===== config.mk =====
export PLATFORM = sky130hd
export DESIGN_NAME = trap_entry
export DESIGN_NICKNAME = d
export VERILOG_FILES = /design/src/rtl/trap_pkg.sv /design/src/rtl/trap_irq_qualify.sv /design/src/rtl/trap_decide.sv /design/src/rtl/trap_regs.sv /design/src/rtl/trap_entry.sv
export SDC_FILE = /design/constraint.sdc
export NUM_CORES = 1
export LEC_CHECK = 0
export ABC_AREA = 1
export BUFFER_PORTS_ARGS = -buffer_cell sky130_fd_sc_hd__buf_4
export CAP_MARGIN = 20
export CORE_AREA = 2 2 177 179
export CTS_BUF_LIST = sky130_fd_sc_hd__clkbuf_8
export DETAILED_ROUTE_END_ITERATION = 10
export DIE_AREA = 0 0 179 181
export MAX_ROUTING_LAYER = met4
export PLACE_DENSITY = 0.7
export SETUP_SLACK_MARGIN = 0.1
export SYNTH_ARGS = -nofsm -noshare
export SYNTH_HDL_FRONTEND = slang
export SYNTH_SLANG_ARGS = --single-unit

===== constraint.sdc =====
create_clock -name clk -period 2.7 [get_ports clk]
set_input_delay 0.27 -clock clk [delete_from_list [all_inputs] [get_ports clk]]
set_output_delay 0.27 -clock clk [all_outputs]
set_load 0.05 [all_outputs]

===== src/rtl/trap_pkg.sv =====
// Shared constants, status-word field positions, exception codes and
// vector computation for the trap entry dispatcher.
package trap_pkg;
    localparam int XLEN   = 32;
    localparam int PSW    = 8;
    localparam int LVW    = 4;
    localparam int CODEW  = 4;
    localparam int CAUSEW = 6;

    // status word fields
    localparam int PS_EXCM = 4;
    localparam int PS_UM   = 5;

    localparam logic [CAUSEW-1:0] CAUSE_L1_IRQ = 6'd4;
    localparam logic [XLEN-1:0]   VEC_RESET    = 32'h5FFF_8000;
    localparam logic [XLEN-1:0]   VEC_KERNEL   = 32'h5FFF_861C;
    localparam logic [XLEN-1:0]   VEC_USER     = 32'h5FFF_863C;
    localparam logic [XLEN-1:0]   VEC_DOUBLE   = 32'h5FFF_865C;
    localparam logic [XLEN-1:0]   VEC_LVL2     = 32'h5FFF_857C;
    localparam logic [XLEN-1:0]   VEC_WINDOW   = 32'h5FFF_8400;

    typedef enum logic [CODEW-1:0] {
        EXC_KERNEL = 4'd0,
        EXC_USER   = 4'd1,
        EXC_DOUBLE = 4'd2,
        EXC_WSPL4  = 4'd3,
        EXC_WFIL4  = 4'd4,
        EXC_WSPL8  = 4'd5,
        EXC_WFIL8  = 4'd6,
        EXC_WSPL12 = 4'd7,
        EXC_WFIL12 = 4'd8
    } exc_code_e;

    typedef enum logic [2:0] {
        ACT_IDLE,
        ACT_SYNC,
        ACT_BAD,
        ACT_HIGH,
        ACT_LOW
    } act_e;

    // Vector of a synchronous exception code; zero means no vector.
    function automatic logic [XLEN-1:0] sync_vector(input logic [CODEW-1:0] code);
        logic [XLEN-1:0] v;
        case (code)
            EXC_KERNEL: v = VEC_KERNEL;
            EXC_USER:   v = VEC_USER;
            EXC_DOUBLE: v = VEC_DOUBLE;
            EXC_WSPL4, EXC_WFIL4, EXC_WSPL8,
            EXC_WFIL8, EXC_WSPL12, EXC_WFIL12:
                v = VEC_WINDOW + ((32'(code) - 32'd3) << 6);
            default:    v = '0;
        endcase
        return v;
    endfunction

    // Vector of a high-priority interrupt level (2 and up).
    function automatic logic [XLEN-1:0] level_vector(input logic [LVW-1:0] lvl);
        logic [XLEN-1:0] v;
        if (lvl >= 4'd2) v = VEC_LVL2 + ((32'(lvl) - 32'd2) << 5);
        else             v = '0;
        return v;
    endfunction
endpackage


===== src/rtl/trap_irq_qualify.sv =====
// Decides whether the pending interrupt level may be taken.
// Assumes irq_set/irq_en are already synchronised to clk.
module trap_irq_qualify
    import trap_pkg::*;
#(
    parameter int NIRQ   = 13,
    parameter int NLEVEL = 6,
    parameter logic [NLEVEL*NIRQ-1:0] LEVEL_MASK = (NLEVEL*NIRQ)'(1) << (3*NIRQ)
) (
    input  logic [LVW-1:0]  irq_level,
    input  logic [LVW-1:0]  cur_level,
    input  logic [NIRQ-1:0] irq_set,
    input  logic [NIRQ-1:0] irq_en,
    output logic            take
);
    logic [NLEVEL:1] lvl_hit;
    logic            sel_hit;

    // one hit flag per level: mask AND pending AND enabled
    for (genvar l = 1; l <= NLEVEL; l++) begin : g_hit
        assign lvl_hit[l] = |(LEVEL_MASK[(l-1)*NIRQ +: NIRQ] & irq_set & irq_en);
    end

    // select the pending level's hit and compare against current level
    always_comb begin
        sel_hit = 1'b0;
        for (int l = 1; l <= NLEVEL; l++) begin
            if (irq_level == LVW'(l)) sel_hit = lvl_hit[l];
        end
        take = sel_hit && (irq_level > cur_level);
    end
endmodule


===== src/rtl/trap_decide.sv =====
// Chooses the trap action for this cycle, its target and the new status.
// Assumes irq_take already includes all qualification conditions.
module trap_decide
    import trap_pkg::*;
(
    input  logic             exc_req,
    input  logic [CODEW-1:0] exc_code,
    input  logic             irq_take,
    input  logic [LVW-1:0]   irq_level,
    input  logic [PSW-1:0]   ps,
    output act_e             act,
    output logic [XLEN-1:0]  target,
    output logic [PSW-1:0]   ps_trap,
    output logic             to_double
);
    // priority: synchronous request, then high level, then level 1
    always_comb begin
        act       = ACT_IDLE;
        target    = '0;
        ps_trap   = ps;
        to_double = 1'b0;
        if (exc_req) begin
            target = sync_vector(exc_code);
            act    = (target != '0) ? ACT_SYNC : ACT_BAD;
        end else if (irq_take) begin
            ps_trap[PS_EXCM] = 1'b1;
            if (irq_level > 4'd1) begin
                act            = ACT_HIGH;
                target         = level_vector(irq_level);
                ps_trap[3:0]   = irq_level;
            end else begin
                act = ACT_LOW;
                if (ps[PS_EXCM]) begin
                    to_double = 1'b1;
                    target    = VEC_DOUBLE;
                end else if (ps[PS_UM]) begin
                    target = VEC_USER;
                end else begin
                    target = VEC_KERNEL;
                end
            end
        end
    end
endmodule


===== src/rtl/trap_regs.sv =====
// Holds fetch target, status word, literal base, banked return registers
// and cause register; applies one trap action per clock edge.
module trap_regs
    import trap_pkg::*;
#(
    parameter int NLEVEL   = 6,
    parameter bit HAS_DEPC = 1'b1,
    parameter bit HAS_INTR = 1'b1
) (
    input  logic                      clk,
    input  logic                      rst_n,
    input  act_e                      act,
    input  logic [XLEN-1:0]           target,
    input  logic [PSW-1:0]            ps_trap,
    input  logic                      to_double,
    input  logic [LVW-1:0]            irq_level,
    input  logic [XLEN-1:0]           core_pc,
    input  logic                      ps_wr_en,
    input  logic [PSW-1:0]            ps_wr_data,
    input  logic                      lbase_wr_en,
    input  logic [XLEN-1:0]           lbase_wr_data,
    output logic [XLEN-1:0]           fetch_pc,
    output logic                      taken,
    output logic                      bad_exc,
    output logic [PSW-1:0]            ps,
    output logic [XLEN-1:0]           lbase,
    output logic [NLEVEL*XLEN-1:0]    epc,
    output logic [(NLEVEL-1)*PSW-1:0] eps,
    output logic [XLEN-1:0]           depc,
    output logic [CAUSEW-1:0]         exccause
);
    localparam logic [PSW-1:0] PS_RESET = HAS_INTR ? 8'h1F : 8'h10;

    logic redirect;
    logic irq_entry;
    logic l1_to_epc1;

    assign redirect   = (act == ACT_SYNC) || (act == ACT_HIGH) || (act == ACT_LOW);
    assign irq_entry  = (act == ACT_HIGH) || (act == ACT_LOW);
    assign l1_to_epc1 = (act == ACT_LOW) && !(to_double && HAS_DEPC);

    // fetch target and one-cycle outcome flags
    always_ff @(posedge clk) begin
        if (!rst_n) begin
            fetch_pc <= VEC_RESET;
            taken    <= 1'b0;
            bad_exc  <= 1'b0;
        end else begin
            taken   <= redirect;
            bad_exc <= (act == ACT_BAD);
            if (redirect) fetch_pc <= target;
        end
    end

    // status word: interrupt entry wins over core write
    always_ff @(posedge clk) begin
        if (!rst_n)         ps <= PS_RESET;
        else if (irq_entry) ps <= ps_trap;
        else if (ps_wr_en)  ps <= ps_wr_data;
    end

    // literal base: reset clears only bit 0
    always_ff @(posedge clk) begin
        if (!rst_n)           lbase <= {lbase[XLEN-1:1], 1'b0};
        else if (lbase_wr_en) lbase <= lbase_wr_data;
    end

    // cause register loaded by level-1 entry
    always_ff @(posedge clk) begin
        if (!rst_n)              exccause <= '0;
        else if (act == ACT_LOW) exccause <= CAUSE_L1_IRQ;
    end

    // banked return-PC slots, slot 1 shared by level-1 entries
    for (genvar l = 1; l <= NLEVEL; l++) begin : g_epc
        logic save;
        if (l == 1) begin : g_one
            assign save = l1_to_epc1;
        end else begin : g_hi
            assign save = (act == ACT_HIGH) && (irq_level == LVW'(l));
        end
        // capture return PC for this slot
        always_ff @(posedge clk) begin
            if (!rst_n)    epc[(l-1)*XLEN +: XLEN] <= '0;
            else if (save) epc[(l-1)*XLEN +: XLEN] <= core_pc;
        end
    end

    // banked return-status slots for levels 2 and up
    for (genvar l = 2; l <= NLEVEL; l++) begin : g_eps
        // capture pre-entry status for this level
        always_ff @(posedge clk) begin
            if (!rst_n)
                eps[(l-2)*PSW +: PSW] <= '0;
            else if ((act == ACT_HIGH) && (irq_level == LVW'(l)))
                eps[(l-2)*PSW +: PSW] <= ps;
        end
    end

    if (HAS_DEPC) begin : g_depc
        // capture return PC of a double exception
        always_ff @(posedge clk) begin
            if (!rst_n)                            depc <= '0;
            else if ((act == ACT_LOW) && to_double) depc <= core_pc;
        end
    end else begin : g_no_depc
        assign depc = '0;
    end
endmodule


===== src/rtl/trap_entry.sv =====
// Top of the trap entry dispatcher: qualification, decision, state.
// Assumes all inputs are synchronous to clk; one action per cycle.
module trap_entry
    import trap_pkg::*;
#(
    parameter int NIRQ     = 13,
    parameter int NLEVEL   = 6,
    parameter bit HAS_DEPC = 1'b1,
    parameter bit HAS_INTR = 1'b1,
    parameter logic [NLEVEL*NIRQ-1:0] LEVEL_MASK = (NLEVEL*NIRQ)'(1) << (3*NIRQ)
) (
    input  logic                      clk,
    input  logic                      rst_n,
    input  logic [3:0]                irq_level_i,
    input  logic [NIRQ-1:0]           irq_set_i,
    input  logic [NIRQ-1:0]           irq_en_i,
    input  logic                      exc_req_i,
    input  logic [3:0]                exc_code_i,
    input  logic [31:0]               core_pc_i,
    input  logic                      ps_wr_en_i,
    input  logic [7:0]                ps_wr_data_i,
    input  logic                      lbase_wr_en_i,
    input  logic [31:0]               lbase_wr_data_i,
    output logic [31:0]               fetch_pc_o,
    output logic                      taken_o,
    output logic                      bad_exc_o,
    output logic [7:0]                ps_o,
    output logic [31:0]               lbase_o,
    output logic [NLEVEL*32-1:0]      epc_o,
    output logic [(NLEVEL-1)*8-1:0]   eps_o,
    output logic [31:0]               depc_o,
    output logic [5:0]                exccause_o
);
    logic            irq_take;
    act_e            act;
    logic [XLEN-1:0] target;
    logic [PSW-1:0]  ps_trap;
    logic            to_double;

    trap_irq_qualify #(
        .NIRQ(NIRQ), .NLEVEL(NLEVEL), .LEVEL_MASK(LEVEL_MASK)
    ) u_qualify (
        .irq_level (irq_level_i),
        .cur_level (ps_o[3:0]),
        .irq_set   (irq_set_i),
        .irq_en    (irq_en_i),
        .take      (irq_take)
    );

    trap_decide u_decide (
        .exc_req   (exc_req_i),
        .exc_code  (exc_code_i),
        .irq_take  (irq_take),
        .irq_level (irq_level_i),
        .ps        (ps_o),
        .act       (act),
        .target    (target),
        .ps_trap   (ps_trap),
        .to_double (to_double)
    );

    trap_regs #(
        .NLEVEL(NLEVEL), .HAS_DEPC(HAS_DEPC), .HAS_INTR(HAS_INTR)
    ) u_regs (
        .clk           (clk),
        .rst_n         (rst_n),
        .act           (act),
        .target        (target),
        .ps_trap       (ps_trap),
        .to_double     (to_double),
        .irq_level     (irq_level_i),
        .core_pc       (core_pc_i),
        .ps_wr_en      (ps_wr_en_i),
        .ps_wr_data    (ps_wr_data_i),
        .lbase_wr_en   (lbase_wr_en_i),
        .lbase_wr_data (lbase_wr_data_i),
        .fetch_pc      (fetch_pc_o),
        .taken         (taken_o),
        .bad_exc       (bad_exc_o),
        .ps            (ps_o),
        .lbase         (lbase_o),
        .epc           (epc_o),
        .eps           (eps_o),
        .depc          (depc_o),
        .exccause      (exccause_o)
    );
endmodule


# ---- Word level (Yosys, flattened, before mapping)
# Index checks and enable logic that the tools add are counted.
dict set report word_totals {
  latch_bits 0
  regBits 339
  out_inout_bits 344
  inputBits 111
  mem_bits_rw 0
  n_memories 0
  elab_cells 95
  romBits 0
}
dict set report classes {
  n_div 0
  n_bitwise 2
  n_mux 24
  addsub 4
  n_shift 0
  magnitude_cmp 3
  n_eq_ne 20
  reduce_logical 21
  multipliers 0
}
# cell n
set op_table {}
lappend op_table {{2-to-1 mux 32 bit} 6}
lappend op_table {{case mux 32 bit (4 select lines)} 1}
lappend op_table {{adder 31 x 32 -> 32 bit, first input constant} 2}
lappend op_table {{nonzero test 32 bit} 1}
lappend op_table {{== test 4 x 3 -> 1 bit, second input constant} 7}
lappend op_table {{2-to-1 mux 5 bit} 4}
lappend op_table {{== test 4 x 2 -> 1 bit, second input constant} 4}
lappend op_table {{AND 1 x 13 -> 13 bit} 1}
lappend op_table {{OR reduction 13 bit} 1}
lappend op_table {{subtractor 4 x 2 -> 5 bit, second input constant} 2}
lappend op_table {{2-to-1 mux 3 bit} 3}
lappend op_table {{logical AND 1 bit} 8}
lappend op_table {{2-to-1 mux 1 bit} 7}
lappend op_table {{== test 3 x 2 -> 1 bit, second input constant} 2}
lappend op_table {{2-to-1 mux 6 bit} 1}
lappend op_table {{inequality test 2 bit, second input constant} 3}
lappend op_table {{OR reduction 6 bit} 1}
lappend op_table {{== test 4 x 1 -> 1 bit, second input constant} 1}
lappend op_table {{== test 4 bit, second input constant} 1}
lappend op_table {{greater-or-equal comparator 4 x 2 -> 1 bit, second input constant} 1}
lappend op_table {{greater-than comparator 4 x 1 -> 1 bit, second input constant} 1}
lappend op_table {{greater-than comparator 4 bit} 1}
lappend op_table {{logical NOT 4 bit} 1}
lappend op_table {{2-to-1 mux 4 bit} 1}
lappend op_table {{other kinds (10)} 13}

# ---- Depth between registers and ports, before layout
dict set report logic_depth {
  word_depth 12
  ltp_mapped 14
  mapped_depth_nobuf 13
}

# ---- Modules after synthesis
# A second synthesis with hierarchy kept.
dict set report hier_totals {
  hier_cells 1868
  area_unflattened_um2 13892.1
}
# mod seq_area_each_um2 instances cells_each area_per_inst_um2
set modules_own_cells {}
lappend modules_own_cells {trap_regs 7096.8 1 1713 12923.6}
lappend modules_own_cells {trap_decide 0.0 1 127 820.8}
lappend modules_own_cells {trap_irq_qualify 0.0 1 28 147.6}

# ---- Worst setup path after synthesis
# OpenSTA, ideal clock, no wires.
dict set report synth_path {
  path_type {register to register}
  start {register u_regs.ps[3]}
  end {register u_regs.epc[100]}
  synth_period_minus_slack_ns 2.055
  path_stages_with_launch 13
  n_path_buf 2
  required_ns 2.568
  setup_time_ns 0.132
  path_slack_ns 0.645
  arrival_time_ns 1.923
  cell_sequence {dfxtp_1 -> inv_1 -> ha_1 -> nand2_1 -> inv_2 -> nand2_1 -> clkinv_1 -> nor2_4 -> nand3_4 -> buf_6 -> buf_6 -> nand2_1 -> a21oi_1}
}
dict set report synth_via {
  elab_chain_cells 6
}
# item line
set synth_rtl {}
lappend synth_rtl {{start, declared} trap_regs.sv:25} ;# output logic [PSW-1:0] ps,
lappend synth_rtl {{start signal, assigned} trap_regs.sv:58} ;# else if (irq_entry) ps <= ps_trap;
lappend synth_rtl {{start signal, assigned} trap_regs.sv:59} ;# else if (ps_wr_en) ps <= ps_wr_data;
lappend synth_rtl {{greater-than comparator 4 bit} trap_irq_qualify.sv:30} ;# take = sel_hit && (irq_level > cur_level);
lappend synth_rtl {{logical AND 1 bit} trap_irq_qualify.sv:30}
lappend synth_rtl {{2-to-1 mux 3 bit} trap_decide.sv:25} ;# end else if (irq_take) begin
lappend synth_rtl {{2-to-1 mux 3 bit} trap_decide.sv:22} ;# if (exc_req) begin
lappend synth_rtl {{== test 3 x 2 -> 1 bit} trap_regs.sv:80} ;# assign save = (act == ACT_HIGH) && (irq_level == LVW'(l));
lappend synth_rtl {{logical AND 1 bit} trap_regs.sv:80}
lappend synth_rtl {{end signal, assigned by index} trap_regs.sv:85} ;# else if (save) epc[(l-1)*XLEN +: XLEN] <= core_pc;
lappend synth_rtl {{end, declared} trap_regs.sv:27} ;# output logic [NLEVEL*XLEN-1:0] epc,
# No other way between the ends.
# A chain may end at the register's enable or synchronous reset.

# ---- Worst setup path after layout
dict set report layout_path {
  start {register u_regs.ps[1]}
  end {register u_regs.ps[3]}
}
dict set report layout_via {
  elab_chain_cells 8
  word_cells_on_any_way 13
  cone_classes {1 x order compare; 5 x eq/ne; 3 x mux; 4 x reduce/logical}
}
# item line
set layout_rtl {}
lappend layout_rtl {{greater-than comparator 4 bit *} trap_irq_qualify.sv:30}
lappend layout_rtl {{logical AND 1 bit *} trap_irq_qualify.sv:30}
lappend layout_rtl {{2-to-1 mux 3 bit} trap_decide.sv:25}
lappend layout_rtl {{2-to-1 mux 3 bit} trap_decide.sv:22}
lappend layout_rtl {{== test 3 x 2 -> 1 bit or == test 3 bit (tied branches)} trap_regs.sv:39} ;# assign irq_entry = (act == ACT_HIGH) || (act == ACT_LOW);
lappend layout_rtl {{logical OR 1 bit} trap_regs.sv:39}
lappend layout_rtl {{inequality test 2 bit (no line) or nonzero test 2 bit (tied branches)} n/a}
lappend layout_rtl {{AND reduction 4 bit (no line)} n/a}
# Every way passes the cells marked *; elsewhere a longest branch is shown, timed or not.

==> results_dict.tcl <==
set metrics [dict create \
    status "complete, no violations" \
    clkLatencyLatePin_ps 570 \
    hpwl_um 18100 \
    design.core.area_sq_mm 0.03035 \
    ys_seq_area_share_pct 63.86 \
    finalCritPeriodShare_pct 91.22 \
    yosysWarnings 0 \
    worst_pin_slew_ps 748.6 \
    switching_share_pct 24.58 \
    vdd_drop_max_mv 0.4588 \
    netlist_area_sq_mm 0.01036 \
    synthCells 1174 \
    maxSlewViolCount 0 \
    r2r_start "u_regs.ps[1]" \
    p_int_w 0.007395 \
    max_freq_ghz 0.4060 \
    drt_iter0_markers 315 \
    ys_types 29 \
    die_w_um 179 \
    drive_gt1_share_pct 30.68 \
    post_cts_buffers 0 \
    io_pins 455 \
    wl_um 26650 \
    start_util_pct 34.14 \
    grt_pass1_wl_um 40250 \
    path_cells "inv_1 > ha_1 > nand2_1 > inv_2 > nand2_1 > clkinv_1 > nor2_4 > nand3_4 > buf_6 > nand3_1 > dlygate4sd3_1 > nand3_1" \
    combinationalPowerShare_pct 8.6 \
    clk_pin_slew_ps 60 \
    holdWs_ps 98.28 \
    port-buffer-count 417 \
    power_switching_w 0.002410 \
    cp_slowest_cell "dlygate4sd3_1" \
    n_antenna_cell 0 \
    p_leak_nw 8.927 \
    relSlewSlack_pct 49.78 \
    viasPerCell 4.025 \
    synth_ff_type "dfxtp_1" \
    drc 0 \
    end_kind "flip-flop" \
    cts_tree "yes" \
    fin_util_pct 51.07 \
    hold_class "in2reg" \
    vias 8469 \
    synth_edf_count 31 \
    hold_viol_final 0 \
    hold_path.startpoint "ps_wr_en_i" \
    start_kind "flip-flop" \
    ys_ff_latch 315 \
    rows 64 \
    grt_overflow_total 0 \
    setup-violations-final 0 \
    powerDensity_mw_per_mm2 632.6 \
    wl_per_cell_um 12.66 \
    grt_max_degree 123 \
    crit_arrival_ps 2900 \
    path_delay_family "buffers and inverters" \
    gp_congestion 0.8110 \
    fin_crit_ps 2463 \
    drtAntennaViolNets 0 \
    dieArea_sq_mm 0.03240 \
    drv_cap 0 \
    finalClockSkew_ps 13.35 \
    worstPathMaxFanout 48 \
    cts_buffer_depth 3 \
    cts.root.buffer_cell "clkbuf_8" \
    cts_buffers 51 \
    async_flop_share_pct 0 \
    fp.dieH_um 181 \
    synth.avg_cell_area_sq_um 8.824 \
    clockPowerShare_pct 42.3 \
    grt_pass1_vias 8365 \
    power_frac_seq_pct 49.1 \
    setup_tns_ps 0 \
    clock-sinks 315 \
    cp.buffers_inverters 5 \
    critical_path.startpoint "u_regs.ps[1]" \
    rsz0062_at_grt "true" \
    syn_to_final_growth_pct 49.60 \
    firstDrtPassIters 4 \
    cp.required_ps 3140 \
    grt.total_usage_pct 15.88 \
    nets 1797 \
    critPathKind "reg2reg" \
    antenna_found_initial 0 \
    max_stage_delay_ps 570 \
    htreeDepth 2 \
]
[cell usage in the layout, fill, tap and decap left out, types with 2 or more instances in the layout]
master / instances
nand2_1: 381
bufinv_16: 2
ha_1: 17
clkinv_2: 5
nor2_1: 30
nand3_1: 20
a21oi_1: 39
xnor2_1: 2
conb_1: 13
inv_2: 8
dlygate4sd3_1: 77
edfxtp_1: 31
nor2_2: 2
inv_1: 275
buf_4: 421
nand2_2: 5
dfxtp_1: 284
a21oi_2: 8
clkbuf_8: 63
buf_6: 2
o21ai_0: 4
o21ai_1: 3
clkinv_1: 4
[cells in the mapped netlist (5+ instances only)]
cell type / instances / area (sq um)
a21oi_1: 39 / 195.2
a21oi_2: 8 / 70.07
buf_4: 29 / 217.7
buf_6: 8 / 90.09
clkbuf_1: 30 / 112.6
dfxtp_1: 284 / 5685
edfxtp_1: 31 / 930.9
ha_1: 17 / 212.7
inv_1: 256 / 960.9
inv_2: 8 / 30.03
nand2_1: 381 / 1430
nand2_2: 5 / 31.28
nand3_1: 20 / 100.1
nor2_1: 30 / 112.6
[per-stage QoR]
step / area [sq um] / power (W) / std cells / setup WS (ps)
finish: 15500 / 0.009805 / 2104 / 237.0
CTS: 15490 / 0.009955 / 2104 / 220.8
global route: 15500 / 0.01024 / 2104 / 72.52
floorplan: 10410 / 0.005435 / 1186 / 644.7
global placement: 13660 / 0.005654 / 1935 / 578.6
detailed placement: 13660 / 0.005662 / 1935 / 524.6
[what timing repair did]
| item | CTS | global route |
|---|---|---|
| hold buffers | 77 | 0 |
| gates resized for setup | 0 | 1 |
| hold endpoints to repair | 73 | 0 |
| setup endpoints to repair | 0 | 2 |
[per-layer routing]
metal / share of wire (%) / up-vias / wire length (um) / track usage, %
li1: - / 4328 / - / -
met1: 38 / 3745 / 10010 / 15.89
met2: 50 / 326 / 13390 / 28.46
met3: 8.3 / 70 / 2205 / 4.230
met4: 3.9 / 0 / 1045 / 7.252
met5: 0 / - / 0 / -
[cell families after synthesis]
kind of cell / synth area share [%]
adders and majority gates: 2.053
AOI/OAI and AO/OA: 2.971
and+or+nand+nor: 16.86
xor gates and xnor gates: 0.1691
other: 0.03620
buffers and inverters: 14.05
DFF: 63.86
[power by group through the flow]
stage	Combinational, W	Clock, W	Sequential [W]
after floorplan	0.000344	0	0.00509
after global placement	0.000746	0	0.00491
after detailed placement	0.000751	0	0.00491
after CTS	0.000844	0.00430	0.00481
after global routing	0.000899	0.00452	0.00481
final	0.000848	0.00415	0.00481
[state kept, by name (all words and copies together), names as in the netlist]
register         cells
u_regs.epc         192
u_regs.depc         32
u_regs.lbase        32
u_regs.exccause      1
u_regs.bad_exc       1
u_regs.eps          40
u_regs.ps            8
u_regs.taken         1
u_regs.fetch_pc      8
[worst reg2reg max path, stage by stage, from the launching register on]
cell and delay (ps):
dfxtp_1 410, inv_1 60, ha_1 280, nand2_1 80
inv_2 30, nand2_1 80, clkinv_1 110, nor2_4 160
nand3_4 100, buf_6 240, nand3_1 130, dlygate4sd3_1 570
nand3_1 80
[layout make-up]
type,count,area (sq um)
multi-input combinational,531,2333
clock buffer,63,867.1
tap,396,495.5
inverter,269,1015
sequential,315,6616
fill,2670,14850
timing repair buffer,501,3974
clock inverter,29,197.7
[final timing paths]
path         slack (ps)        endpoint  depth (start not counted)
max                 240    u_regs.ps[3]                         12
min                 100    u_regs.ps[7]                          4
max reg2reg         240    u_regs.ps[3]                         12
min reg2reg         420  u_regs.epc[54]                          2
(Power assumes the default switching activity.)
